File: config.mk
export PLATFORM = sky130hd
export DESIGN_NAME = reset_stretch_ctrl
export DESIGN_NICKNAME = d
export VERILOG_FILES = /design/src/rtl/rstc_pkg.sv /design/src/rtl/rstc_sync.sv /design/src/rtl/rstc_timer.sv /design/src/rtl/reset_stretch_ctrl.sv
export SDC_FILE = /design/constraint.sdc
export NUM_CORES = 1
export LEC_CHECK = 0
export BUFFER_PORTS_ARGS = -buffer_cell sky130_fd_sc_hd__buf_4
export CAP_MARGIN = 40
export CORE_MARGIN = 2
export CORE_UTILIZATION = 50
export DETAILED_ROUTE_END_ITERATION = 8
export PLACE_DENSITY = 0.73
export SLEW_MARGIN = 20
export SYNTH_ARGS = -nofsm -noshare
export SYNTH_HDL_FRONTEND = slang
export SYNTH_SLANG_ARGS = --single-unit
File: constraint.sdc
create_clock -name clk -period 1.75 [get_ports clk]
set_clock_uncertainty 0.1 [all_clocks]
set_input_delay 0.175 -clock clk [delete_from_list [all_inputs] [get_ports clk]]
set_output_delay 0.175 -clock clk [all_outputs]
set_load 0.02 [all_outputs]
File: src/rtl/rstc_pkg.sv
package rstc_pkg;
    typedef enum logic [2:0] {
        ST_IDLE     = 3'd0,
        ST_WAIT_BUS = 3'd1,
        ST_DRIVE    = 3'd2,
        ST_RELEASE  = 3'd3,
        ST_TEST     = 3'd4,
        ST_DONE     = 3'd5
    } rstc_state_e;
endpackage

File: src/rtl/rstc_sync.sv
module rstc_sync #(
    parameter int   STAGES  = 2,
    parameter logic RST_VAL = 1'b0
) (
    input  logic clk,
    input  logic arst,
    input  logic d,
    output logic q
);
    logic [STAGES-1:0] chain;

    always_ff @(posedge clk or posedge arst) begin
        if (arst) chain[0] <= RST_VAL;
        else      chain[0] <= d;
    end

    generate
        for (genvar i = 1; i < STAGES; i++) begin : g_stage
            always_ff @(posedge clk or posedge arst) begin
                if (arst) chain[i] <= RST_VAL;
                else      chain[i] <= chain[i-1];
            end
        end
    endgenerate

    assign q = chain[STAGES-1];
endmodule

File: src/rtl/rstc_timer.sv
module rstc_timer #(
    parameter int             W       = 9,
    parameter logic [W-1:0]   RST_VAL = '0
) (
    input  logic         clk,
    input  logic         arst,
    input  logic         load,
    input  logic [W-1:0] load_val,
    output logic [W-1:0] cnt,
    output logic         zero
);
    always_ff @(posedge clk or posedge arst) begin
        if (arst)            cnt <= RST_VAL;
        else if (load)       cnt <= load_val;
        else if (cnt != '0)  cnt <= cnt - 1'b1;
    end

    assign zero = (cnt == '0);
endmodule

File: src/rtl/reset_stretch_ctrl.sv
module reset_stretch_ctrl
    import rstc_pkg::*;
#(
    parameter int STRETCH_CYCLES = 512,
    parameter int RELEASE_CYCLES = 10,
    parameter int N_INT          = 2,
    parameter int SYNC_STAGES    = 2
) (
    input  logic             clk,
    input  logic             por_active,
    input  logic             pll_locked,
    input  logic [N_INT-1:0] int_rst_req,
    input  logic             rst_pin_in,
    input  logic             bus_idle,
    input  logic             bus_timeout,
    output logic             pin_drive_en,
    output logic             sys_rst,
    output logic             rst_done
);
    localparam int MAX_IV = (STRETCH_CYCLES > RELEASE_CYCLES) ? STRETCH_CYCLES : RELEASE_CYCLES;
    localparam int CNT_W  = (MAX_IV > 2) ? $clog2(MAX_IV) : 1;
    localparam logic [CNT_W-1:0] STRETCH_LD = CNT_W'(STRETCH_CYCLES - 1);
    localparam logic [CNT_W-1:0] RELEASE_LD = CNT_W'(RELEASE_CYCLES - 1);

    rstc_state_e      state_q, state_d;
    logic             pin_sync;
    logic             int_any;
    logic             lock_wait;
    logic             tmr_load;
    logic [CNT_W-1:0] tmr_val;
    logic [CNT_W-1:0] tmr_cnt;
    logic             tmr_zero;

    assign int_any = |int_rst_req;

    // Wire level is asynchronous to clk: two-flop synchronizer.
    rstc_sync #(.STAGES(SYNC_STAGES), .RST_VAL(1'b0)) u_pin_sync (
        .clk  (clk),
        .arst (por_active),
        .d    (rst_pin_in),
        .q    (pin_sync)
    );

    rstc_timer #(.W(CNT_W), .RST_VAL(STRETCH_LD)) u_timer (
        .clk      (clk),
        .arst     (por_active),
        .load     (tmr_load),
        .load_val (tmr_val),
        .cnt      (tmr_cnt),
        .zero     (tmr_zero)
    );

    // Power-on waits for the PLL before the stretch may count.
    always_ff @(posedge clk or posedge por_active) begin
        if (por_active)      lock_wait <= 1'b1;
        else if (pll_locked) lock_wait <= 1'b0;
    end

    always_ff @(posedge clk or posedge por_active) begin
        if (por_active) state_q <= ST_DRIVE;
        else            state_q <= state_d;
    end

    always_comb begin
        state_d  = state_q;
        tmr_load = 1'b0;
        tmr_val  = STRETCH_LD;
        unique case (state_q)
            ST_IDLE: begin
                if (int_any) begin
                    state_d  = ST_DRIVE;
                    tmr_load = 1'b1;
                end else if (!pin_sync) begin
                    state_d = ST_WAIT_BUS;
                end
            end
            ST_WAIT_BUS: begin
                if (int_any || bus_idle || bus_timeout) begin
                    state_d  = ST_DRIVE;
                    tmr_load = 1'b1;
                end
            end
            ST_DRIVE: begin
                if (int_any || lock_wait) begin
                    tmr_load = 1'b1;
                end else if (tmr_zero) begin
                    state_d  = ST_RELEASE;
                    tmr_load = 1'b1;
                    tmr_val  = RELEASE_LD;
                end
            end
            ST_RELEASE: begin
                if (int_any) begin
                    state_d  = ST_DRIVE;
                    tmr_load = 1'b1;
                end else if (tmr_zero) begin
                    state_d = ST_TEST;
                end
            end
            ST_TEST: begin
                if (int_any || !pin_sync) begin
                    state_d  = ST_DRIVE;
                    tmr_load = 1'b1;
                end else begin
                    state_d = ST_DONE;
                end
            end
            ST_DONE: begin
                state_d = ST_IDLE;
            end
            default: begin
                state_d  = ST_DRIVE;
                tmr_load = 1'b1;
            end
        endcase
    end

    always_comb begin
        pin_drive_en = 1'b0;
        sys_rst      = 1'b1;
        rst_done     = 1'b0;
        unique case (state_q)
            ST_IDLE:     sys_rst      = 1'b0;
            ST_WAIT_BUS: ;
            ST_DRIVE:    pin_drive_en = 1'b1;
            ST_RELEASE:  ;
            ST_TEST:     ;
            ST_DONE:     rst_done     = 1'b1;
            default:     pin_drive_en = 1'b1;
        endcase
    end
endmodule

==> Word level (Yosys, flattened, before mapping) <==
Index checks and enable logic that the tools add are counted.
{ "totals": {"regBits": 15, "latch_bits": 0, "mem_bits_rw": 0, "rom_bits": 0, "inputBits": 8, "out_inout_bits": 3, "word_cells": 52, "n_memories": 0} }
{ "classes": {"add_sub_neg": 1, "n_mul": 0, "div": 0, "order_cmp": 0, "n_eq_ne": 10, "n_shift": 0, "n_mux": 23, "bitwise": 0, "n_reduce_logical": 13} }
{ "ops": {"columns": ["operator", "count"], "rows": [
  ["$mux 9", 5],
  ["$mux 3", 8],
  ["$pmux 3 s6", 1],
  ["$logic_not 9->1", 1],
  ["$reduce_bool 9->1", 1],
  ["$sub 9x1->9 const B", 1],
  ["$mux 1", 8],
  ["$eq 3x2->1 const B", 2],
  ["$eq 3x3->1 const B", 2],
  ["$ne 2x2->1 const B", 3],
  ["$ne 3x3->1 const B", 2],
  ["$pmux 1 s5", 1],
  ["$reduce_and 5->1", 1],
  ["$reduce_or 5->1", 1],
  ["$logic_or 1x1->1", 4],
  ["$reduce_or 2->1", 2],
  ["$eq 3x1->1 const B", 1],
  ["$logic_not 3->1", 1],
  ["$reduce_bool 2->1", 1],
  ["$logic_not 1->1", 1]
]} }

==> Logic depth before layout (Yosys ltp) <==
{ "logic_depth": {"word_depth": 6, "depth_mapped": 7, "depth_no_buf": 7} }

==> By module <==
Synthesis repeated with hierarchy kept, for this count alone.
{ "unflattened": {"cells_unflattened": 116, "hier_area_um2": 1006.0} }
{ "modules_own_cells": {"columns": ["mod", "n_inst", "cells_per_inst", "area_per_inst_um2", "seq_area_each_um2"], "rows": [
  ["rstc_timer", 1, 63, 566.8, 236.5],
  ["reset_stretch_ctrl", 1, 50, 385.4, 102.6],
  ["rstc_sync", 1, 3, 53.8, 50.0]
]} }

==> Least setup slack after synthesis <==
Ideal clock, no wire load.
{ "synth_path": {"path_type": "register to register", "start": "register state_q[1]", "end": "register u_timer.cnt[1]", "setup_ps": 73, "arrival_ps": 1644, "required_ps": 1577, "path_slack_ps": -67, "path_stages_with_launch": 7, "n_path_buf": 1, "synth_period_minus_slack_ps": 1817, "path_cell_list": "dfstp_2 -> buf_2 -> nor3b_2 -> o21ai_1 -> o211ai_1 -> o31ai_1 -> a21oi_1"} }
{ "synth_via": {"elab_chain_len": 4, "word_cells_on_any_way": 11, "cone_classes": "eq/ne (5); mux (3); reduce/logical (3)"} }
{ "synth_rtl": {"columns": ["item", "line_no", "rtl"], "rows": [
  ["start: declaration", "reset_stretch_ctrl.sv:25", "rstc_state_e state_q, state_d;"],
  ["start signal: assignment", "reset_stretch_ctrl.sv:61", "else state_q <= state_d;"],
  ["$eq 3x2->1 or $logic_not 3->1 (tied branches)", "reset_stretch_ctrl.sv:68", "unique case (state_q)"],
  ["$reduce_or 2->1 (no line)", null, null],
  ["$pmux 1 s5", "reset_stretch_ctrl.sv:68", null],
  ["$mux 9 or $reduce_bool 2->1 (tied branches)", null, null],
  ["end signal: assignment", "rstc_timer.sv:14", "else if (load) cnt <= load_val;"],
  ["end signal: assignment", "rstc_timer.sv:15", "else if (cnt != '0) cnt <= cnt - 1'b1;"],
  ["end: declaration", "rstc_timer.sv:9", "output logic [W-1:0] cnt,"]
]} }
Parallel ways exist; a longest one is shown, timed or not.
A chain may end at the register's enable or synchronous reset.

==> Final worst setup path <==
{ "layout_path": {"start": "register state_q[1]", "end": "register state_q[0]"} }
{ "layout_via": {"elab_chain_len": 3, "word_cells_on_any_way": 13, "cone_classes": "eq/ne (10); mux (1); reduce/logical (2)"} }
{ "layout_rtl": {"columns": ["item", "line_no"], "rows": [
  ["$eq 3x2->1 (tied with other cells)", "reset_stretch_ctrl.sv:68"],
  ["$ne 3x3->1 (no line) or $ne 2x2->1 (tied branches)", null],
  ["$reduce_and 5->1 (no line)", null]
]} }
Parallel ways exist; a longest one is shown, timed or not.

==> impl_metrics.csv <==
group,metric,value,unit
run_status,status,"finished clean",
cells_and_area,nNetsFinal,164,
logic_synthesis,synth-edff-count,0,
setup_path,criticalPathCategory,"reg -> reg",
logic_synthesis,synthFlopType,"dfstp_2",
logic_synthesis,synth-seq-cells,15,
logic_synthesis,yosysTopAreaCell,"dfstp_2",
logic_synthesis,ys_seq_area_share,40.3,%
logic_synthesis,synth_xor_xnor_area_share,1.82,%
floorplanning,initial_core_util,54.7,%
floorplanning,core,1760,µm²
sta,tightest_slew,0.554,ns
placement,dp_slack,-0.113,ns
sta,slew_viol_final,0,
logic_synthesis,synth_fp_nets,124,
setup_path,crit_path_end_kind,"flop",
clock_tree,cts.sinks,15,
setup_path,reg2reg_setup_slack,0.008,ns
logic_synthesis,synth_area_leaders,"dfstp_2 (30%), dfrtp_1 (10%), nand2_1 (5.4%)",
setup_path,crit_path_max_fanout,8,
global_route,grt_pass1_vias,882,
clock_tree,h-tree-depth,1,
clock_tree,cts_tree,"yes",
routing,dr.first_iter.drc_count,41,
global_route,grt_pass1_wl,3.82,mm
cells_and_area,n_fill_cell,124,
logic_synthesis,synth_adder_area_share,2.59,%
routing,vias,1017,
setup_path,worstPathCellList,"nor3b_4 -> o21a_1 -> a31oi_2 -> a32o_1",
floorplanning,die_x,47.9,µm
sta,fin_crit_sh,99.5,%
placement,hpwl,1.75,mm
sta,period_minus_slack,1.74,ns
logic_synthesis,ys_types,41,
sta,maxSlewHeadroom,63.0,%
clock_tree,cts_buffers,3,
sta,timing.final.ws_setup,0.00796,ns
setup_path,cp.required,1.84,ns
global_route,grt.total_usage,24.6,%
power_and_ir_drop,power_leakage,0.594,nW
logic_synthesis,syn_inst,114,
logic_synthesis,synth_simple_gate_area_share,26.7,%
logic_synthesis,synthMuxAreaShare,1.17,%
logic_synthesis,synth-compound-area-share,23.0,%
logic_synthesis,syn_avg_cell_area,8.46,µm²
sta,rsz0062_at_grt,"yes",
logic_synthesis,post_synth_instance_area,965,µm²
sta,hold_viol,0,
hold_path,hp-start,"u_pin_sync.chain[0]$_DFF_PP0_",
setup_path,start_kind,"flop",
sta,setup_tns,0,ns
routing,routed_wl,2.52,mm
hold_path,hold_path.class,"reg -> reg",
clock_tree,cts_buffer_depth,2,
logic_synthesis,yosysWarningCount,0,
logic_synthesis,synth_async_sr_flop_share,100,%
setup_path,crit_path_max_incr_delay,0.62,ns
clock_tree,clk_latency,0.29,ns
hold_path,holdPathEnd,"u_pin_sync.q$_DFF_PP0_",
routing,detail-route-antenna-nets,0,
routing,wl_per_cell,14.1,µm
hold_path,hold_depth,0,
floorplanning,core.rowCount,15,
setup_path,rr_startpoint,"state_q[1]$_DFFE_PP1P_",
setup_path,worst_path_max_delay_cell,"dfstp_2",
cells_and_area,diodes,0,
setup_path,critPathArrivalTime,1.83,ns
sta,clock.fmax,574,MHz
cells_and_area,drive_gt1_share,45.1,%
global_route,antenna_found_initial,0,
clock_tree,clk_pin_slew,0.09,ns
routing,avgViaCountPerCell,5.71,
floorplanning,die_h,47.9,µm
power_and_ir_drop,peakVddDrop,0.677,mV
floorplanning,dieArea,2300,µm²
global_route,overflow,0,
sta,setup_viol,0,
setup_path,rr_worst_depth,4,
power_and_ir_drop,p_per_area,931,nW/µm²
placement,gp_congestion,0.826,
logic_synthesis,synth_top_family_by_area,"simple AND/OR/NAND/NOR gates",
flow_run,drv_cap,0,
routing,first_pass_iters,4,
global_route,grt_max_degree,16,
floorplanning,io_pins,11,
setup_path,rr_endpoint,"state_q[0]$_DFFE_PP0P_",
placement,portBuffers,10,
cells_and_area,syn_to_final_growth,43.6,%
logic_synthesis,synth_top_area_share,30.0,%
routing,drc_errors,0,
clock_tree,root_buffer,"clkbuf_4",
synthesized netlist by cell type, types with 2 or more instances:
cell      instances
a21oi_1           5
clkbuf_1          4
dfrtp_1           4
dfstp_2          11
ha_1              2
inv_1             5
nand2_1          14
nand3_1           7
nand4_1           2
nor2_1           11
nor2b_1           3
nor3_1            4
nor3b_1           2
o211ai_1          3
o21ai_0           3
o21ai_1           7
o31ai_1           3
cells in the final DEF (no fill, tap or decap), types with 2 or more instances in the layout:
cell type | synthesis | final
buf_4 | 0 | 37
clkbuf_4 | 0 | 3
inv_2 | 0 | 2
inv_1 | 5 | 3
dfstp_2 | 11 | 11
nand2_1 | 14 | 14
nor2_1 | 11 | 11
o21ai_2 | 0 | 2
nor3_1 | 4 | 3
o31ai_1 | 3 | 3
a21oi_1 | 5 | 5
o21ai_1 | 7 | 6
o21ai_0 | 3 | 2
dlygate4sd3_1 | 0 | 3
nand3_1 | 7 | 7
nor2b_1 | 3 | 3
o211ai_1 | 3 | 3
nand4_1 | 2 | 2
dfrtp_2 | 0 | 2
dfrtp_1 | 4 | 2
registers in the layout, indices dropped and copies added, names as in the netlist:
signal and count:
u_pin_sync.q 1, state_q 3, lock_wait 1, u_timer.cnt 9, u_pin_sync.chain 1
per-layer routing:
layer	vias to the layer above	routed length, µm	global-route usage (%)
met2	36	1290	44.0
li1	490	-	-
met3	5	148	4.53
met1	486	1040	29.3
met5	-	0	0
met4	0	34	8.11
logic make-up after synthesis:
logic type | count (synthesis)
and+or+nand+nor | 51
AOI/OAI and AO/OA | 32
DFF | 15
buffers and inverters | 11
xor gates and xnor gates | 2
adders and majority gates | 2
muxes | 1
worst max path at each step:
stage                                      start                    endpoint  slack [ns]  depth (start not counted)
after detailed placement          int_rst_req[1]  u_timer.cnt[4]$_DFFE_PP1P_       -0.11                          6
after CTS                 state_q[1]$_DFFE_PP1P_      state_q[0]$_DFFE_PP0P_        0.02                          6
after floorplan           state_q[1]$_DFFE_PP1P_  u_timer.cnt[4]$_DFFE_PP1P_        0.03                          6
after global placement            int_rst_req[1]  u_timer.cnt[4]$_DFFE_PP1P_       -0.06                          6
final                     state_q[1]$_DFFE_PP1P_      state_q[0]$_DFFE_PP0P_       0.008                          4
after global routing      state_q[1]$_DFFE_PP1P_      state_q[0]$_DFFE_PP0P_       -0.06                          4
where the power goes:
part | leakage, nW | total [mW] | switching [mW] | internal, mW
Combinational | 0.414 | 0.618 | 0.301 | 0.317
Clock | 0.0177 | 0.205 | 0.119 | 0.0852
Sequential | 0.163 | 0.466 | 0.0587 | 0.407
Total | 0.594 | 1.29 | 0.479 | 0.810
worst max-delay path, delay by kind of cell (launching register included):
kind,cells,cell delay (ns)
flops,1,0.62
simple gates,1,0.35
compound gates,3,0.56
what timing repair did:
action                                 4_1_cts  5_1_grt
setup endpoints to repair                    6       13
endpoints found under the hold margin        6        0
hold buffers                                 3        0
gates resized for setup                      2       14
buffers inserted                             3        5
pin swaps                                    1        2
stage by stage:
step	std cells	instance area (µm²)	util, %	power [mW]	hold slack [ns]
final	178	1390	78.5	1.29	0.258
after global placement	164	1210	68.4	0.964	0.148
after global routing	178	1390	78.5	1.37	0.272
after floorplan	114	971	-	0.775	-0.0314
after CTS	174	1300	73.6	1.20	0.261
after detailed placement	164	1210	68.4	0.982	0.164
layout make-up:
cell class,count,area (µm²),area share [%]
clock buffers,3,22.5,1.63
clock inverters,1,5.00,0.361
inverters,6,22.5,1.63
multi-input cells,88,604,43.6
flip-flops and latches,15,392,28.3
well taps,25,31.3,2.26
repair buffers,40,308,22.2
Power figures use the tool's default switching activity.
